==> config.mk <==
export PLATFORM = sky130hd
export DESIGN_NAME = async_serial_port
export DESIGN_NICKNAME = d
export VERILOG_FILES = /design/src/rtl/asp_pkg.sv /design/src/rtl/asp_ctrl.sv /design/src/rtl/asp_datapath.sv /design/src/rtl/async_serial_port.sv
export SDC_FILE = /design/constraint.sdc
export NUM_CORES = 1
export LEC_CHECK = 0
export BUFFER_PORTS_ARGS = -buffer_cell sky130_fd_sc_hd__buf_4
export CAP_MARGIN = 20
export CORE_MARGIN = 4
export CORE_UTILIZATION = 50
export CTS_CLUSTER_SIZE = 10
export DETAILED_ROUTE_END_ITERATION = 12
export GPL_TIMING_DRIVEN = 0
export PLACE_DENSITY = 0.8
export SLEW_MARGIN = 20
export SYNTH_ARGS = -nofsm -noshare
export SYNTH_HDL_FRONTEND = slang
export SYNTH_SLANG_ARGS = --single-unit
==> constraint.sdc <==
create_clock -name clk -period 4.28 [get_ports clk]
set_input_delay 0.214 -clock clk [delete_from_list [all_inputs] [get_ports clk]]
set_output_delay 0.214 -clock clk [all_outputs]
set_load 0.02 [all_outputs]
==> src/rtl/asp_pkg.sv <==
package asp_pkg;
  localparam int DATA_W = 8;
  localparam int SUBS   = 16;

  typedef struct packed {
    logic txLoad;   // move holding byte into shift register
    logic txShift;  // advance one bit
    logic txKill;   // transmitter disabled
    logic rxData;   // sample a data bit
    logic rxPar;    // sample the parity bit
    logic rxStop;   // sample the first stop bit, finish frame
  } strobe_t;
endpackage

==> src/rtl/asp_ctrl.sv <==
module asp_ctrl
  import asp_pkg::*;
#(
  parameter int DIV_W = 8
) (
  input  logic             clk,
  input  logic             rstN,
  input  logic             txEnable,
  input  logic             rxEnable,
  input  logic             parityEn,
  input  logic             twoStop,
  input  logic [1:0]       clkSel,
  input  logic [DIV_W-1:0] baudDiv,
  input  logic             sckIn,
  input  logic             rxBit,
  input  logic             holdFull,
  output strobe_t          stb,
  output logic             sckOut,
  output logic             sckOe
);
  localparam int SUB_W = $clog2(SUBS);
  localparam int BIT_W = 4;
  localparam logic [SUB_W-1:0] SUB_LAST = SUB_W'(SUBS - 1);
  localparam logic [SUB_W-1:0] SUB_MID  = SUB_W'(SUBS / 2 - 1);
  localparam logic [BIT_W-1:0] IDX_LAST_DATA = BIT_W'(DATA_W);
  localparam logic [BIT_W-1:0] IDX_PAR       = BIT_W'(DATA_W + 1);

  // tick source
  logic [DIV_W-1:0] divCnt;
  logic [2:0]       sckSync;
  logic             intTick, extTick, tick;

  assign intTick = !clkSel[1] && (divCnt >= baudDiv);
  assign extTick = clkSel[1] && sckSync[1] && !sckSync[2];
  assign tick    = intTick || extTick;

  always_ff @(posedge clk) begin
    if (!rstN) begin
      divCnt  <= '0;
      sckSync <= '0;
    end else begin
      sckSync <= {sckSync[1:0], sckIn};
      if (clkSel[1] || divCnt >= baudDiv) divCnt <= '0;
      else divCnt <= divCnt + 1'b1;
    end
  end

  // transmit sequencing
  logic [SUB_W-1:0] txSub;
  logic [BIT_W-1:0] txLeft, frameLen;
  logic             bitEnd;

  assign bitEnd   = tick && (txSub == SUB_LAST);
  assign frameLen = BIT_W'(DATA_W + 2) + {{(BIT_W-1){1'b0}}, parityEn}
                  + {{(BIT_W-1){1'b0}}, twoStop};

  always_ff @(posedge clk) begin
    if (!rstN) begin
      txSub  <= '0;
      txLeft <= '0;
    end else begin
      if (tick) txSub <= txSub + 1'b1;
      if (!txEnable) txLeft <= '0;
      else if (bitEnd) begin
        if (txLeft <= BIT_W'(1) && holdFull) txLeft <= frameLen;
        else if (txLeft != '0) txLeft <= txLeft - 1'b1;
      end
    end
  end

  assign sckOe  = (clkSel == 2'b01);
  assign sckOut = sckOe && txSub[SUB_W-1];

  // receive sequencing
  logic             rxActive, rxMid;
  logic [SUB_W-1:0] rxSub;
  logic [BIT_W-1:0] rxIdx, stopIdx;

  assign stopIdx = parityEn ? BIT_W'(DATA_W + 2) : BIT_W'(DATA_W + 1);
  assign rxMid   = rxEnable && rxActive && tick && (rxSub == SUB_MID);

  always_ff @(posedge clk) begin
    if (!rstN) begin
      rxActive <= 1'b0;
      rxSub    <= '0;
      rxIdx    <= '0;
    end else if (!rxEnable) begin
      rxActive <= 1'b0;
    end else if (!rxActive) begin
      if (tick && !rxBit) begin
        rxActive <= 1'b1;
        rxSub    <= '0;
        rxIdx    <= '0;
      end
    end else if (tick) begin
      rxSub <= rxSub + 1'b1;
      if (rxSub == SUB_MID) begin
        if ((rxIdx == '0 && rxBit) || rxIdx == stopIdx) rxActive <= 1'b0;
        else rxIdx <= rxIdx + 1'b1;
      end
    end
  end

  always_comb begin
    stb         = '0;
    stb.txKill  = !txEnable;
    stb.txLoad  = txEnable && bitEnd && (txLeft <= BIT_W'(1)) && holdFull;
    stb.txShift = txEnable && bitEnd && (txLeft != '0) && !stb.txLoad;
    stb.rxData  = rxMid && (rxIdx >= BIT_W'(1)) && (rxIdx <= IDX_LAST_DATA);
    stb.rxPar   = rxMid && parityEn && (rxIdx == IDX_PAR);
    stb.rxStop  = rxMid && (rxIdx == stopIdx);
  end

  // at most one transmit action per cycle
  p_tx_one_action_r6: assert property (@(posedge clk) disable iff (!rstN)
    $onehot0({stb.txLoad, stb.txShift, stb.txKill}));

  // a new frame starts on a bit boundary, where the output clock is high before it falls
  p_load_on_boundary_r5: assert property (@(posedge clk) disable iff (!rstN)
    (stb.txLoad && sckOe) |-> sckOut);

  // the output clock only changes on ticks
  p_sck_moves_on_tick_r5: assert property (@(posedge clk) disable iff (!rstN)
    (!tick && $stable(clkSel)) |=> $stable(sckOut));
endmodule

==> src/rtl/asp_datapath.sv <==
module asp_datapath
  import asp_pkg::*;
(
  input  logic              clk,
  input  logic              rstN,
  input  strobe_t           stb,
  input  logic              txWrite,
  input  logic [DATA_W-1:0] txData,
  input  logic              parityEn,
  input  logic              parityOdd,
  input  logic              rxRead,
  input  logic              errClear,
  input  logic              rxd,
  output logic              rxBit,
  output logic              holdFull,
  output logic              txd,
  output logic [DATA_W-1:0] rxData,
  output logic              rxFull,
  output logic              parityErr,
  output logic              frameErr,
  output logic              overrunErr
);
  localparam int FRAME_W = DATA_W + 4;

  logic [DATA_W-1:0]  holdReg, rxShift;
  logic [FRAME_W-1:0] txSr, txFrame;
  logic [1:0]         rxSync;
  logic               txPar, rxParBit, rxParBad;

  assign txPar   = ^holdReg ^ parityOdd;
  assign txFrame = parityEn ? {2'b11, txPar, holdReg, 1'b0}
                            : {3'b111, holdReg, 1'b0};
  assign txd     = txSr[0];
  assign rxBit   = rxSync[1];
  assign rxParBad = parityEn && (rxParBit != (^rxShift ^ parityOdd));

  always_ff @(posedge clk) begin
    if (!rstN) begin
      holdReg  <= '0;
      holdFull <= 1'b0;
      txSr     <= '1;
    end else if (stb.txKill) begin
      holdFull <= 1'b0;
      txSr     <= '1;
    end else begin
      if (stb.txLoad) begin
        txSr     <= txFrame;
        holdFull <= 1'b0;
      end else if (stb.txShift) begin
        txSr <= {1'b1, txSr[FRAME_W-1:1]};
      end
      if (txWrite) begin
        holdReg  <= txData;
        holdFull <= 1'b1;
      end
    end
  end

  always_ff @(posedge clk) begin
    if (!rstN) begin
      rxSync     <= 2'b11;
      rxShift    <= '0;
      rxParBit   <= 1'b0;
      rxData     <= '0;
      rxFull     <= 1'b0;
      parityErr  <= 1'b0;
      frameErr   <= 1'b0;
      overrunErr <= 1'b0;
    end else begin
      rxSync <= {rxSync[0], rxd};
      if (stb.rxData) rxShift <= {rxBit, rxShift[DATA_W-1:1]};
      if (stb.rxPar) rxParBit <= rxBit;
      if (rxRead) rxFull <= 1'b0;
      if (errClear) begin
        parityErr  <= 1'b0;
        frameErr   <= 1'b0;
        overrunErr <= 1'b0;
      end
      if (stb.rxStop) begin
        if (rxFull) overrunErr <= 1'b1;
        else begin
          rxData <= rxShift;
          rxFull <= 1'b1;
          if (rxParBad) parityErr <= 1'b1;
          if (!rxBit) frameErr <= 1'b1;
        end
      end
    end
  end

  // a disabled transmitter is empty and idles high
  p_kill_clears_r7: assert property (@(posedge clk) disable iff (!rstN)
    stb.txKill |=> (!holdFull && txd));

  // an overrun keeps the old byte
  p_overrun_keeps_byte_r11: assert property (@(posedge clk) disable iff (!rstN)
    (stb.rxStop && rxFull) |=> (overrunErr && $stable(rxData)));

  // the full flag only rises at a stop-bit sample
  p_full_on_stop_r8: assert property (@(posedge clk) disable iff (!rstN)
    $rose(rxFull) |-> $past(stb.rxStop));
endmodule

==> src/rtl/async_serial_port.sv <==
module async_serial_port
  import asp_pkg::*;
#(
  parameter int DIV_W = 8
) (
  input  logic             clk,
  input  logic             rstN,
  input  logic             txEnable,
  input  logic             rxEnable,
  input  logic             parityEn,
  input  logic             parityOdd,
  input  logic             twoStop,
  input  logic [1:0]       clkSel,
  input  logic [DIV_W-1:0] baudDiv,
  input  logic             txWrite,
  input  logic [7:0]       txData,
  input  logic             rxRead,
  input  logic             errClear,
  input  logic             rxd,
  input  logic             sckIn,
  output logic             txd,
  output logic             sckOut,
  output logic             sckOe,
  output logic             txEmpty,
  output logic [7:0]       rxData,
  output logic             rxFull,
  output logic             parityErr,
  output logic             frameErr,
  output logic             overrunErr
);
  strobe_t stb;
  logic    rxBit, holdFull;

  asp_ctrl #(.DIV_W(DIV_W)) u_ctrl (
    .clk(clk), .rstN(rstN), .txEnable(txEnable), .rxEnable(rxEnable),
    .parityEn(parityEn), .twoStop(twoStop), .clkSel(clkSel), .baudDiv(baudDiv),
    .sckIn(sckIn), .rxBit(rxBit), .holdFull(holdFull), .stb(stb),
    .sckOut(sckOut), .sckOe(sckOe)
  );

  asp_datapath u_dp (
    .clk(clk), .rstN(rstN), .stb(stb), .txWrite(txWrite), .txData(txData),
    .parityEn(parityEn), .parityOdd(parityOdd), .rxRead(rxRead),
    .errClear(errClear), .rxd(rxd), .rxBit(rxBit), .holdFull(holdFull),
    .txd(txd), .rxData(rxData), .rxFull(rxFull), .parityErr(parityErr),
    .frameErr(frameErr), .overrunErr(overrunErr)
  );

  assign txEmpty = !holdFull;

  // a disabled receiver keeps its byte and flags
  p_rx_disabled_holds_r12: assert property (@(posedge clk) disable iff (!rstN)
    (!rxEnable && !rxRead && !errClear) |=>
      $stable({rxData, rxFull, parityErr, frameErr, overrunErr}));
endmodule

==> flow_metrics.env <==
export IMPL_ant_nets=0
export IMPL_ys_ff_latch=70
export IMPL_yosys_top_cells_area="dfxtp_1, ha_1, xnor2_1, nor2_1, nand2_1"
export IMPL_power_density_mw_per_mm2=313
export IMPL_hpwl_mm=5.54
export IMPL_required_ns=4.57
export IMPL_ys_types=52
export IMPL_tns_ns=0
export IMPL_synth_edf_count=0
export IMPL_firstDrtPassIters=7
export IMPL_grt_pass1_wl_mm=12.4
export IMPL_post_cts_buffers=0
export IMPL_syn_to_final_growth_pct=17.8
export IMPL_num_rows=29
export IMPL_max_freq_mhz=427
export IMPL_fin_crit_sh=0.547
export IMPL_first_global_vias=2742
export IMPL_crit_type="flop to flop"
export IMPL_postCtsHoldBufs=0
export IMPL_clk_pin_slew_ns=0.09
export IMPL_dp_worst_setup_slack_ns=1.96
export IMPL_vias=2947
export IMPL_diodes=0
export IMPL_hold_violations=0
export IMPL_wl_mm=7.43
export IMPL_track_usage=0.184
export IMPL_placed_area_mm2=0.00386
export IMPL_instances_no_fill=537
export IMPL_cp_arrival_ns=2.63
export IMPL_rsz0062_at_grt="no"
export IMPL_async_reset_ff_frac=0
export IMPL_status="finished clean"
export IMPL_relSlewSlack=0.627
export IMPL_finalInstanceArea_mm2=0.00404
export IMPL_ios=46
export IMPL_vias_per_cell=5.49
export IMPL_grt_overflow_total=0
export IMPL_setup_viol=0
export IMPL_synth_cells=400
export IMPL_cap_viol_max_count=0
export IMPL_synth_ff_type="dfxtp_1"
export IMPL_hold_depth=2
export IMPL_gp_congestion=0.854
export IMPL_routedWlPerCell_um=13.8
export IMPL_n_fill_cell=572
export IMPL_core_area_mm2=0.00649
export IMPL_fin_ws_ns=1.94
export IMPL_finish_utilization=0.622
export IMPL_yosys_area_top_type="dfxtp_1"
export IMPL_synthesis_area_mm2=0.00343
export IMPL_dpl_cell_count=521
export IMPL_start_kind="flop"
export IMPL_fp_dieW_um=90.8
export IMPL_leakagePower_nw=1.76
export IMPL_cts_tree="yes"
export IMPL_numCtsBuffers=9
export IMPL_syn_avg_cell_area_um2=8.57
export IMPL_min_period_ns=2.34
export IMPL_yosys_warnings=0
export IMPL_route_detailed_drc=0
export IMPL_rr_worst_depth=7
export IMPL_insertion_delay_ns=0.36
export IMPL_ir_worst_vdd_v=0.000214
export IMPL_hold_end="u_dp.rxSync[0]"
export IMPL_clock_sinks=70
export IMPL_die_y_um=90.8
export IMPL_htree_levels=3
export IMPL_die_area_mm2=0.00825
export IMPL_r2r_start="u_ctrl.divCnt[7]"
export IMPL_antenna_found_initial=0
export IMPL_critPathCaptureType="flop"
export IMPL_drt_initial_drc_count=134
export IMPL_fin_worst_skew_ns=0.0125
export IMPL_grt_start_max_net_pins=14
export IMPL_reg2reg_slack_ns=1.94
export IMPL_synthesis_nets=449
export IMPL_numPortBuffers=44
export IMPL_yosysMostFrequentCell="dfxtp_1"
export IMPL_cts_root_buf="clkbuf_8"
export IMPL_slew_violations=0
export IMPL_finalNetCount=504
export IMPL_yosysSeqAreaShare=0.409
export IMPL_worst_slew_pin_transition_ns=0.559
export IMPL_start_util=0.528
export IMPL_drive_gt1_frac=0.163
export IMPL_cts_path_max_buffers=2
export IMPL_worst_path_max_fanout=10
export IMPL_cts_resized=0
export IMPL_synth_top_cell_area_share=0.409
export IMPL_hp_start="rxd"
export IMPL_hold_path_class="primary input to flop"
export IMPL_synthTopCellsByCount="dfxtp_1, nor2_1, nand2_1, a21oi_1, nand3_1"
export IMPL_worstReg2RegEnd="u_ctrl.txLeft[2]"
==> worst max-delay path, stage by stage (launching register included) <==
cell and delay [ns]:
dfxtp_1 0.33, ha_1 0.32, a211oi_1 0.31, nand3_2 0.24, o21ai_1 0.51, buf_2 0.32, o21ai_0 0.11, a21oi_1 0.14
==> per-layer routing <==
layer  vias to the layer above  part of all wire  track usage
met5                         -                 0            0
met4                         0             0.010       0.0565
li1                       1495                 -            -
met2                        66              0.48        0.304
met1                      1378              0.45        0.231
met3                         8             0.060       0.0567
==> flip-flops by register name (all words and copies together) (netlist names), 2 cells and up <==
name and cells:
u_ctrl.rxSub 4, u_ctrl.txLeft 4, u_ctrl.sckSync 3, u_ctrl.rxIdx 4, u_dp.rxShift 8, u_ctrl.txSub 4
u_dp.holdReg 8, u_dp.txSr 10, u_dp.rxSync 2, u_dp.rxData 8, u_ctrl.divCnt 8
==> kinds of logic after synthesis <==
group	after synthesis	synth area share
compound gates	77	0.144
xor+xnor	26	0.0664
fa+ha+maj	19	0.0693
buf+inv	37	0.0471
flops	70	0.409
mux	16	0.0467
simple gates	155	0.217
==> stage by stage <==
stage / power, mW / hold slack, ns
global placement: 0.786 / 0.390
floorplan: 0.747 / 0.315
global route: 1.31 / 0.0384
finish: 1.26 / 0.0456
CTS: 1.27 / 0.0326
detailed placement: 0.789 / 0.401
==> cell usage in the layout, fill, tap and decap left out, types with 4 or more instances in the layout <==
cell type	n
nor2b_1	4
nor2_1	44
mux2i_1	16
xor2_1	7
buf_4	45
a21oi_1	30
clkbuf_8	10
inv_1	19
o311ai_1	5
clkbuf_1	7
xnor2_1	19
dfxtp_1	70
or4_1	4
nand2_1	43
and2_1	6
nand3b_1	4
o21ai_1	6
nor3_1	9
and3_1	4
o31ai_1	4
clkinvlp_4	5
nand2b_1	6
ha_1	19
o21ai_0	7
o311ai_0	4
nand3_1	20
==> report_power, final <==
group / leakage (nW) / switching [mW] / internal (mW)
logic: 1.11 / 0.0600 / 0.0479
clock network: 0.0772 / 0.261 / 0.227
registers: 0.567 / 0.00758 / 0.660
total: 1.76 / 0.329 / 0.935
==> cell type report <==
cell class	instances	area (µm²)	share of cell area
Sequential cell	70	1400	0.347
Clock buffer	10	138	0.0341
Clock inverter	6	46.3	0.0115
Timing Repair Buffer	44	330	0.0818
Buffer	15	78.8	0.0195
Tap cell	77	96.3	0.0238
Multi-Input combinational cell	293	1870	0.462
Inverter	22	82.6	0.0204
==> how the worst max path moves through the flow <==
stage,start,end,cells after the start
floorplan,u_ctrl.divCnt[0],u_ctrl.rxSub[3],9
global placement,u_ctrl.divCnt[0],u_ctrl.txLeft[1],9
detailed placement,baudDiv[7],u_ctrl.txLeft[2],9
CTS,u_ctrl.divCnt[7],u_ctrl.txLeft[2],7
global route,u_ctrl.divCnt[7],u_ctrl.txLeft[2],7
finish,u_ctrl.divCnt[7],u_ctrl.txLeft[2],7
No activity file was read; power rests on OpenSTA's default activity.
